[src/rtl/strop_pkg.sv]
package strop_pkg;

  typedef enum logic [2:0] {
    ST_IDLE   = 3'd0,
    ST_READ   = 3'd1,
    ST_WRITE  = 3'd2,
    ST_UPDATE = 3'd3,
    ST_DONE   = 3'd4
  } st_e;

  // element size code -> byte count
  function automatic logic [3:0] elem_bytes(input logic [1:0] code);
    return 4'd1 << code;
  endfunction

  // address width code -> bit mask over a 64-bit register
  function automatic logic [63:0] width_mask(input logic [1:0] code);
    case (code)
      2'd0:    return 64'h0000_0000_0000_FFFF;
      2'd1:    return 64'h0000_0000_FFFF_FFFF;
      default: return '1;
    endcase
  endfunction

endpackage

[src/rtl/strop_step_unit.sv]
module strop_step_unit
  import strop_pkg::*;
#(
  parameter int XLEN = 64
) (
  input  logic [XLEN-1:0] base,
  input  logic [3:0]      amount,
  input  logic            down,
  input  logic [1:0]      asz,
  output logic [XLEN-1:0] result
);
  logic [XLEN-1:0] mask;
  logic [XLEN-1:0] sum;

  always_comb begin
    mask   = XLEN'(width_mask(asz));
    sum    = down ? (base - XLEN'(amount)) : (base + XLEN'(amount));
    result = (base & ~mask) | (sum & mask);
  end
endmodule

[src/rtl/strop_canon_chk.sv]
module strop_canon_chk #(
  parameter int XLEN    = 64,
  parameter int VA_BITS = 48
) (
  input  logic [XLEN-1:0] ptr,
  output logic            ok
);
  localparam int TOPN = XLEN - VA_BITS + 1;
  logic [TOPN-1:0] top;

  always_comb begin
    top = ptr[XLEN-1:VA_BITS-1];
    ok  = (top == '0) || (top == '1);
  end
endmodule

[src/rtl/strop_lane_mask.sv]
module strop_lane_mask #(
  parameter int XLEN = 64
) (
  input  logic [XLEN-1:0] din,
  input  logic [1:0]      esz,
  output logic [XLEN-1:0] dout
);
  localparam int NLANE = XLEN / 8;
  logic [3:0] nbytes;

  assign nbytes = 4'd1 << esz;

  for (genvar g = 0; g < NLANE; g++) begin : g_lane
    assign dout[g*8 +: 8] = (g < int'(nbytes)) ? din[g*8 +: 8] : 8'h00;
  end
endmodule

[src/rtl/strop_step_engine.sv]
module strop_step_engine
  import strop_pkg::*;
#(
  parameter int XLEN    = 64,
  parameter int VA_BITS = 48
) (
  input  logic            clk,
  input  logic            rst,
  input  logic            start,
  input  logic            op_fill,
  input  logic [1:0]      elem_sz,
  input  logic [1:0]      addr_sz,
  input  logic            dir_down,
  input  logic            rep_en,
  input  logic [XLEN-1:0] cnt_in,
  input  logic [XLEN-1:0] src_in,
  input  logic [XLEN-1:0] dst_in,
  input  logic [XLEN-1:0] acc_in,
  output logic            mem_req,
  output logic            mem_we,
  output logic [1:0]      mem_size,
  output logic [XLEN-1:0] mem_addr,
  output logic [XLEN-1:0] mem_wdata,
  input  logic            mem_ack,
  input  logic            mem_err,
  input  logic [XLEN-1:0] mem_rdata,
  output logic            busy,
  output logic            done,
  output logic            rerun,
  output logic            fault,
  output logic [XLEN-1:0] cnt_out,
  output logic [XLEN-1:0] src_out,
  output logic [XLEN-1:0] dst_out
);

  st_e state;

  // captured step parameters
  logic            fill_q, down_q, rep_q;
  logic [1:0]      esz_q, asz_q;
  logic [XLEN-1:0] cnt_q, src_q, dst_q, wdata_q;
  logic            rerun_q, fault_q;
  logic [XLEN-1:0] cnt_oq, src_oq, dst_oq;

  logic [XLEN-1:0] amask_in, amask_q;
  logic            accept, cnt_zero, src_ok, dst_ok, ptr_bad;
  logic [XLEN-1:0] lm_in, lm_out;
  logic [XLEN-1:0] src_step, dst_step, cnt_step;

  assign accept   = start && (state == ST_IDLE);
  assign amask_in = XLEN'(width_mask(addr_sz));
  assign amask_q  = XLEN'(width_mask(asz_q));
  assign cnt_zero = (cnt_in & amask_in) == '0;
  assign ptr_bad  = addr_sz[1] && (!dst_ok || (!op_fill && !src_ok));
  assign lm_in    = (state == ST_READ) ? mem_rdata : acc_in;

  strop_canon_chk #(.XLEN(XLEN), .VA_BITS(VA_BITS)) u_canon_src (
    .ptr(src_in), .ok(src_ok));
  strop_canon_chk #(.XLEN(XLEN), .VA_BITS(VA_BITS)) u_canon_dst (
    .ptr(dst_in), .ok(dst_ok));

  strop_lane_mask #(.XLEN(XLEN)) u_lane (
    .din(lm_in), .esz((state == ST_READ) ? esz_q : elem_sz), .dout(lm_out));

  strop_step_unit #(.XLEN(XLEN)) u_step_src (
    .base(src_q), .amount(elem_bytes(esz_q)), .down(down_q), .asz(asz_q),
    .result(src_step));
  strop_step_unit #(.XLEN(XLEN)) u_step_dst (
    .base(dst_q), .amount(elem_bytes(esz_q)), .down(down_q), .asz(asz_q),
    .result(dst_step));
  strop_step_unit #(.XLEN(XLEN)) u_step_cnt (
    .base(cnt_q), .amount(4'd1), .down(1'b1), .asz(asz_q),
    .result(cnt_step));

  always_ff @(posedge clk) begin
    if (rst) begin
      state   <= ST_IDLE;
      fill_q  <= 1'b0;
      down_q  <= 1'b0;
      rep_q   <= 1'b0;
      esz_q   <= '0;
      asz_q   <= '0;
      cnt_q   <= '0;
      src_q   <= '0;
      dst_q   <= '0;
      wdata_q <= '0;
      rerun_q <= 1'b0;
      fault_q <= 1'b0;
      cnt_oq  <= '0;
      src_oq  <= '0;
      dst_oq  <= '0;
    end else begin
      case (state)
        ST_IDLE: begin
          if (accept) begin
            fill_q  <= op_fill;
            down_q  <= dir_down;
            rep_q   <= rep_en;
            esz_q   <= elem_sz;
            asz_q   <= addr_sz;
            cnt_q   <= cnt_in;
            src_q   <= src_in;
            dst_q   <= dst_in;
            cnt_oq  <= cnt_in;
            src_oq  <= src_in;
            dst_oq  <= dst_in;
            rerun_q <= 1'b0;
            fault_q <= 1'b0;
            wdata_q <= lm_out;
            if (rep_en && cnt_zero) begin
              state <= ST_DONE;
            end else if (ptr_bad) begin
              fault_q <= 1'b1;
              state   <= ST_DONE;
            end else if (op_fill) begin
              state <= ST_WRITE;
            end else begin
              state <= ST_READ;
            end
          end
        end
        ST_READ: begin
          if (mem_ack) begin
            if (mem_err) begin
              fault_q <= 1'b1;
              state   <= ST_DONE;
            end else begin
              wdata_q <= lm_out;
              state   <= ST_WRITE;
            end
          end
        end
        ST_WRITE: begin
          if (mem_ack) begin
            if (mem_err) begin
              fault_q <= 1'b1;
              state   <= ST_DONE;
            end else begin
              state <= ST_UPDATE;
            end
          end
        end
        ST_UPDATE: begin
          dst_oq  <= dst_step;
          src_oq  <= fill_q ? src_q : src_step;
          cnt_oq  <= rep_q ? cnt_step : cnt_q;
          rerun_q <= rep_q;
          state   <= ST_DONE;
        end
        default: state <= ST_IDLE;
      endcase
    end
  end

  assign mem_req   = (state == ST_READ) || (state == ST_WRITE);
  assign mem_we    = (state == ST_WRITE);
  assign mem_size  = esz_q;
  assign mem_addr  = ((state == ST_READ) ? src_q : dst_q) & amask_q;
  assign mem_wdata = wdata_q;
  assign busy      = (state != ST_IDLE);
  assign done      = (state == ST_DONE);
  assign rerun     = rerun_q;
  assign fault     = fault_q;
  assign cnt_out   = cnt_oq;
  assign src_out   = src_oq;
  assign dst_out   = dst_oq;

endmodule

[config.mk]
export PLATFORM = sky130hd
export DESIGN_NAME = strop_step_engine
export DESIGN_NICKNAME = d
export VERILOG_FILES = /design/src/rtl/strop_pkg.sv /design/src/rtl/strop_step_unit.sv /design/src/rtl/strop_canon_chk.sv /design/src/rtl/strop_lane_mask.sv /design/src/rtl/strop_step_engine.sv
export SDC_FILE = /design/constraint.sdc
export NUM_CORES = 2
export LEC_CHECK = 0
export CAP_MARGIN = 10
export CORE_AREA = 2 2 260 262
export CTS_CLUSTER_SIZE = 28
export DETAILED_ROUTE_END_ITERATION = 7
export DIE_AREA = 0 0 262 264
export DONT_BUFFER_PORTS = 1
export PLACE_DENSITY = 0.54
export SYNTH_ARGS = -nofsm -noshare
export SYNTH_HDL_FRONTEND = slang
export SYNTH_SLANG_ARGS = --single-unit
[constraint.sdc]
create_clock -name clk -period 6.7 [get_ports clk]
set_clock_uncertainty 0.1 [all_clocks]
set_input_delay 1.005 -clock clk [delete_from_list [all_inputs] [get_ports clk]]
set_output_delay 1.005 -clock clk [all_outputs]
set_load 0.1 [all_outputs]
# == Word level (Yosys, flattened, before mapping) ==
# Cells that the tools add are included.
# classes
addsub,5
magnitude_cmp,8
eq_ne,14
n_shift,2
mux,44
n_bitwise,12
reduce_logical,27
# ops
cell,count
$mux 64,12
$pmux 64 s2,6
$and 64x64->64,8
$or 64x64->64,3
$add 64x4->64,2
$sub 64x4->64,2
$logic_not 64->1,1
$mux 8,8
$not 64->64,1
$sub 64x1->64 const B,1
$eq 17x17->1 const B,2
$logic_not 17->1,2
$mux 3,7
$lt 3x4->1 const A,4
$pmux 3 s4,1
$lt 1x4->1 const A,2
$lt 2x4->1 const A,2
$reduce_and 4->1,2
$shl 1x2->4 const A,2
$eq 3x2->1 const B,2
$mux 1,6
$ne 2x1->1 const B,3
$ne 2x2->1 const B,3
$reduce_bool 2->1,3
other kinds (14),27
# totals
ff_bits,460
in_bits,332
out_inout_bits,328
elab_cells,127

# == Depth between registers and ports, before layout ==
# depth
depth_word,10
depth_mapped,18
depth_no_buf,16

# == Modules after synthesis ==
# From an unflattened synthesis, not the netlist that was laid out.
# hier_totals
cells_unflattened,4762
hier_area_um2,33915.0
# modules_own_cells
mod,n_inst,cells_each,area_per_inst_um2,seq_area_each_um2
strop_step_engine,1,2653,19841.5,9208.8
strop_step_unit at u_step_cnt ...,2,671,4441.8,0.0
strop_step_unit at u_step_src,1,669,4521.8,0.0
strop_lane_mask,1,74,470.5,0.0
strop_canon_chk,2,12,98.8,0.0

# == Worst setup path before layout ==
# OpenSTA, ideal clock, no wires.
# synth_timing
path_type,register to register
from,"register esz_q[1], in the netlist mem_size[1]"
to,"register dst_oq[60], in the netlist dst_out[60]"
setup_ns,0.133
t_arrival_ns,5.251
setup_slack_ns,1.216
path_stages_with_launch,19
path_buffers,2
cell_sequence,dfxtp_1 -> buf_6 -> inv_1 -> nand2_1 -> ha_1 -> a21o_1 -> ha_1 -> clkbuf_1 -> nand2_1 -> o21ai_1 -> a311o_1 -> a221oi_1 -> o211a_1 -> o21ai_1 -> a31oi_1 -> o21ai_1 -> a41oi_1 -> xor2_1 -> a21oi_1
# synth_via
elab_chain_len,6
# synth_rtl
element,line_no,rtl
start: declaration,strop_step_engine.sv:40,"logic [1:0] esz_q, asz_q;"
start signal: assignment,strop_step_engine.sv:99,esz_q <= elem_sz;
$shl 1x2->4 *,strop_pkg.sv:13,return 4'd1 << code;
$add 64x4->64 or $sub 64x4->64 (tied branches),strop_step_unit.sv:17,sum = down ? (base - XLEN'(amount)) : (base + XLEN'(amount));
$mux 64 *,strop_step_unit.sv:17,
$and 64x64->64 *,strop_step_unit.sv:18,result = (base & ~mask) | (sum & mask);
$or 64x64->64 *,strop_step_unit.sv:18,
$pmux 64 s2 *,strop_step_engine.sv:93,case (state)
end signal: assignment,strop_step_engine.sv:106,dst_oq <= dst_in;
end signal: assignment,strop_step_engine.sv:144,dst_oq <= dst_step;
end: declaration,strop_step_engine.sv:43,"logic [XLEN-1:0] cnt_oq, src_oq, dst_oq;"
# Mark *: on every way between the ends. The rest lies on a longest branch, timed or not.
# A chain may end at the register's enable or synchronous reset.

# == Worst setup path after layout ==
# layout_timing
from,"register esz_q[1], in the netlist mem_size[1]"
to,"register src_oq[56], in the netlist src_out[56]"
# layout_via
elab_chain_len,7
# layout_rtl
element,line_no,rtl
$shl 1x2->4 *,strop_pkg.sv:13,
$add 64x4->64 or $sub 64x4->64 (tied branches),strop_step_unit.sv:17,
$mux 64 *,strop_step_unit.sv:17,
$and 64x64->64 *,strop_step_unit.sv:18,
$or 64x64->64 *,strop_step_unit.sv:18,
$mux 64 *,strop_step_engine.sv:145,src_oq <= fill_q ? src_q : src_step;
$pmux 64 s2 *,strop_step_engine.sv:93,
end signal: assignment,strop_step_engine.sv:105,src_oq <= src_in;
end signal: assignment,strop_step_engine.sv:145,
end: declaration,strop_step_engine.sv:43,
# Marks and branches as above.

==> results.md <==
Yosys:
- For this run, asynchronously set or reset flops after synthesis account for 0%.
- The instance count of the mapped netlist is a little under 4,000.
- Counting every net in the synthesized netlist gives between 4,000 and 5,000.
- The register area share after synthesis is approximately a third.
- The prevailing post-synth register cell is dfxtp_1.
- The area of the mapped netlist is roughly 29,000 um2.
- The number of enable flip-flop cells after synthesis is 0.
- The distinct cell type count after synthesis is 94.
- In this run, synthesis produced a sequential element count of 460.
- During synthesis, Yosys emitted a total of 0 warnings.
- A synthesized cell averages a little over 7 um2.

Critical path:
- The required arrival time at the worst endpoint is a little over 7 ns.
- The maximum fanout count along the critical path is 26.
- The sort of element at the start of the critical path is a flop.
- STA puts the critical path data arrival time at slightly above 6 ns.
- The start-to-end type of the worst setup path is flop to flop.
- The category of the worst setup path capture point is a flop.

Drt:
- The routed via count divided by cell count is 6.02.
- For this run, design rule violations remaining after detail routing come to 0.
- The detail route stage leaves a number of antenna-violating nets equal to 0.
- In the final routed layout, each cell accounts on average for 23.8 um.
- The initial DRC count is ~2,300.
- The via total after detailed routing is 28,200.
- The detailed-route wire length is approximately 110,000 um.
- The first detailed-routing pass ran for 5 iterations.

Timing:
- The number of hold-slack violations in the final timing report was 0.
- The post-route fraction of the period consumed by the critical path is 85.6%.
- The max-slew violation count was 0.
- Static timing analysis puts the maximum clock frequency at approximately 170 MHz.
- The final setup violation count is 0.
- The worst-margin pin slew is 1.21 ns.
- After routing, the total negative slack on setup checks comes to 0 ns.
- Headroom to the max-slew limit came out at 19.4%.
- The minimum clock period after layout is around 5.7 ns.
- Setup repair after global routing left no endpoint under its margin.

Clock tree:
- The H-tree generated during clock tree synthesis spans 2 levels.
- The buffer cell driving the clock tree root is clkbuf_16.
- The TritonCTS clock tree is yes.
- Buffers inserted to repair hold after CTS numbered 0.
- The buffer count from post-CTS setup fixing is 0.
- Clock latency on the worst-skew pair, taken at its later pin, is 0.62 ns.
- The sink count of the clock tree is 460.
- Counting the buffers created by CTS gives 53.
- No sink is reached through more buffers than the 3 on the longest clock path.
- Clock-pin slew was measured on the worst setup and hold paths at 0.06 ns.
- The number of gates resized after cts is 0.

Finish:
- Compared with the post-synthesis result, the final layout area differs by 9.29%.
- Once layout is complete, the utilization of the core stands at around 47%.
- The layout has about 7,000 filler cells.
- In the final design database the tool counted around 4,200 nets.
- The share of cells above drive strength 1 is 7.25%.

Outcome:
- The flow ran to the end, and the final reports show no timing, DRC or antenna violations.

Global route:
- The number of global-route vias before repair is 26,500.
- The wire length of the first global-routing pass is between 150,000 and 200,000 um.
- Global routing used a little under a third of the available tracks across all layers.
- The pin count of the biggest net entering global routing is about 460.
- The initial antenna violation count is 6.
- The total congestion overflow is 0.

Place:
- The number of buffers added on ports is 0.
- The congestion estimate from routability-driven global placement came to about 0.96.
- The HPWL after detailed placement is 82,000 um.

Pwr:
- The peak supply drop is 173 uV.
- The fraction of power consumed by sequential logic is 44.7%.
- Summing internal, switching and leakage power gives approximately 0.0094 W.
- The cell-internal power is ~0.0055 W.
- Summed over all nets, the switching power comes to 0.00390 W.
- The clock network burns ~32% of the power.
- The share of total power in combinational logic is 22.9%.
- In this run switching power makes up approximately two fifths of total power.
- The static leakage power is between 10 and 15 nW.
- The power density over the cells is 301 nW/um2.

Die:
- During I/O placement, the number of pins put on the boundary was between 600 and 700.
- Once the floorplan was initialized, standard cells occupied 42.8% of the core.
- The area of the die is between 60,000 and 70,000 um2.
- The die width is approximately 260 um.
- The die height is 264 um.
- In this run the core area contains 95 standard-cell rows.
- The placeable core region is approximately 67,000 um2.

Flow run:
- The reported max-cap violation count is 0.

Worst hold path:
- The path class of the lowest-slack min-delay path is flop to flop.
[cell families (layout without fill, tap and decap cells)]
family / count (synthesis) / after routing / synth area share [%]
simple gates: 1580 / 1580 / 24.0
compound gates: 1211 / 1211 / 27.1
flops: 460 / 460 / 32.3
buf+inv: 343 / 226 / 4.59
xor+xnor: 185 / 185 / 5.69
fa+ha+maj: 128 / 128 / 5.59
mux: 19 / 19 / 0.672
other cells: 0 / 5 / 0
[cell usage after synthesis, types with 17 or more instances]
cell	number	area [um2]
nand3_1	30	150
o21bai_1	31	233
dfxtp_1	460	9210
or3_1	17	106
xnor2_1	95	832
o21ai_0	92	460
a21boi_0	38	285
nor3_1	46	230
nand2_1	941	3530
buf_1	17	63.8
a21o_1	93	698
a221oi_1	32	280
xor2_1	90	788
inv_1	53	199
ha_1	125	1560
nor4_1	41	257
a21oi_1	584	2920
nand2b_1	19	119
a211o_1	21	184
mux2i_1	18	180
a211oi_1	53	398
nand4_1	60	375
a31oi_1	33	206
clkbuf_1	266	998
nor2_1	322	1210
a311oi_1	113	990
nor2b_1	21	131
o21a_1	20	150
[power by group through the flow]
stage / logic, W / clock network [W] / registers [W]
finish: 0.00214 / 0.00304 / 0.00418
global route: 0.00234 / 0.00319 / 0.00421
CTS: 0.00213 / 0.00309 / 0.00418
detailed placement: 0.00212 / 0 / 0.00424
global placement: 0.00212 / 0 / 0.00424
floorplan: 0.00165 / 0 / 0.00412
[registers in the layout, summed over array words and instances (netlist names)]
| register | count |
|---|---|
| fault | 1 |
| fill_q | 1 |
| cnt_out | 64 |
| state | 3 |
| rerun | 1 |
| dst_out | 64 |
| rep_q | 1 |
| mem_size | 2 |
| asz_q | 2 |
| down_q | 1 |
| src_out | 64 |
| cnt_q | 64 |
| dst_q | 64 |
| mem_wdata | 64 |
| src_q | 64 |
[cell usage in the layout, fill, tap and decap left out, types with 9 or more instances in the layout]
cell type / instances
nor2b_1: 21
xnor2_1: 95
buf_4: 74
ha_1: 125
nor4_1: 41
a21o_1: 92
a21boi_2: 32
a311oi_1: 113
clkbuf_1: 17
o21bai_1: 31
nor2_1: 319
and3_1: 9
a31oi_1: 33
or3_1: 17
xor2_1: 90
a211o_1: 21
a21oi_1: 568
nor3_1: 46
a31o_2: 9
dfxtp_1: 457
o21ai_0: 89
nand4_1: 60
nand2b_1: 19
mux2i_1: 18
o21a_1: 20
nand3_1: 30
a21oi_2: 16
inv_1: 53
clkbuf_16: 53
nand2_1: 939
a221oi_1: 32
o31ai_1: 12
a211oi_1: 53
[routing by layer]
metal  share of wire (%)  vias up  GRT usage (%)  wire (um)
met5               0.012        -              0         13
met4                 3.6        2           11.4       4050
met3                 7.9      159           6.89       8860
met2                  47     1073           49.8      52100
met1                  42    13400           39.4      46400
li1                    -    13600              -          -
[area by class of cell]
cell class	count	area [um2]	area share, %
clock buffer	77	1490	4.77
tap	873	1090	3.51
antenna	5	12.5	0.0402
timing repair buffer	77	623	2.00
inverter	53	199	0.639
multi-input combinational	3123	18200	58.5
clock inverter	19	298	0.956
sequential	460	9210	29.6
[worst max-delay path: stages, from the launching register on]
cell       delay, ns
dfxtp_2         0.84
inv_1           0.21
nand2_1         0.12
ha_1            0.14
a21o_2          0.60
buf_4           0.41
ha_1            0.37
nand2_1         0.09
o21ai_0         0.14
a21oi_1         0.16
o21ai_0         0.09
a31o_2          0.28
nor4_1          0.72
nor2_1          0.24
a2111oi_0       0.56
o31ai_1         0.16
xnor2_1         0.21
a21oi_1         0.09
[final timing paths]
path,start,end,slack [ns],depth (start not counted)
worst max-delay path,mem_size[1],src_out[56],0.97,17
worst min-delay path,dst_q[0],dst_q[0],0.36,2
worst max register to register,mem_size[1],src_out[56],0.97,17
worst min register to register,dst_q[0],dst_q[0],0.36,2
[per-stage QoR]
| step | area [um2] | hold WS [ns] | setup WS (ns) | cells |
|---|---|---|---|---|
| final | 31100 | 0.357 | 0.966 | 4687 |
| after global routing | 31100 | 0.359 | 0.630 | 4687 |
| after CTS | 31100 | 0.358 | 1.13 | 4682 |
| after detailed placement | 29400 | 0.351 | 1.19 | 4586 |
| after global placement | 29400 | 0.345 | 1.36 | 4586 |
| after floorplan | 28500 | 0.336 | 1.22 | 3926 |
Note: power is estimated with default switching activity, not from simulation.
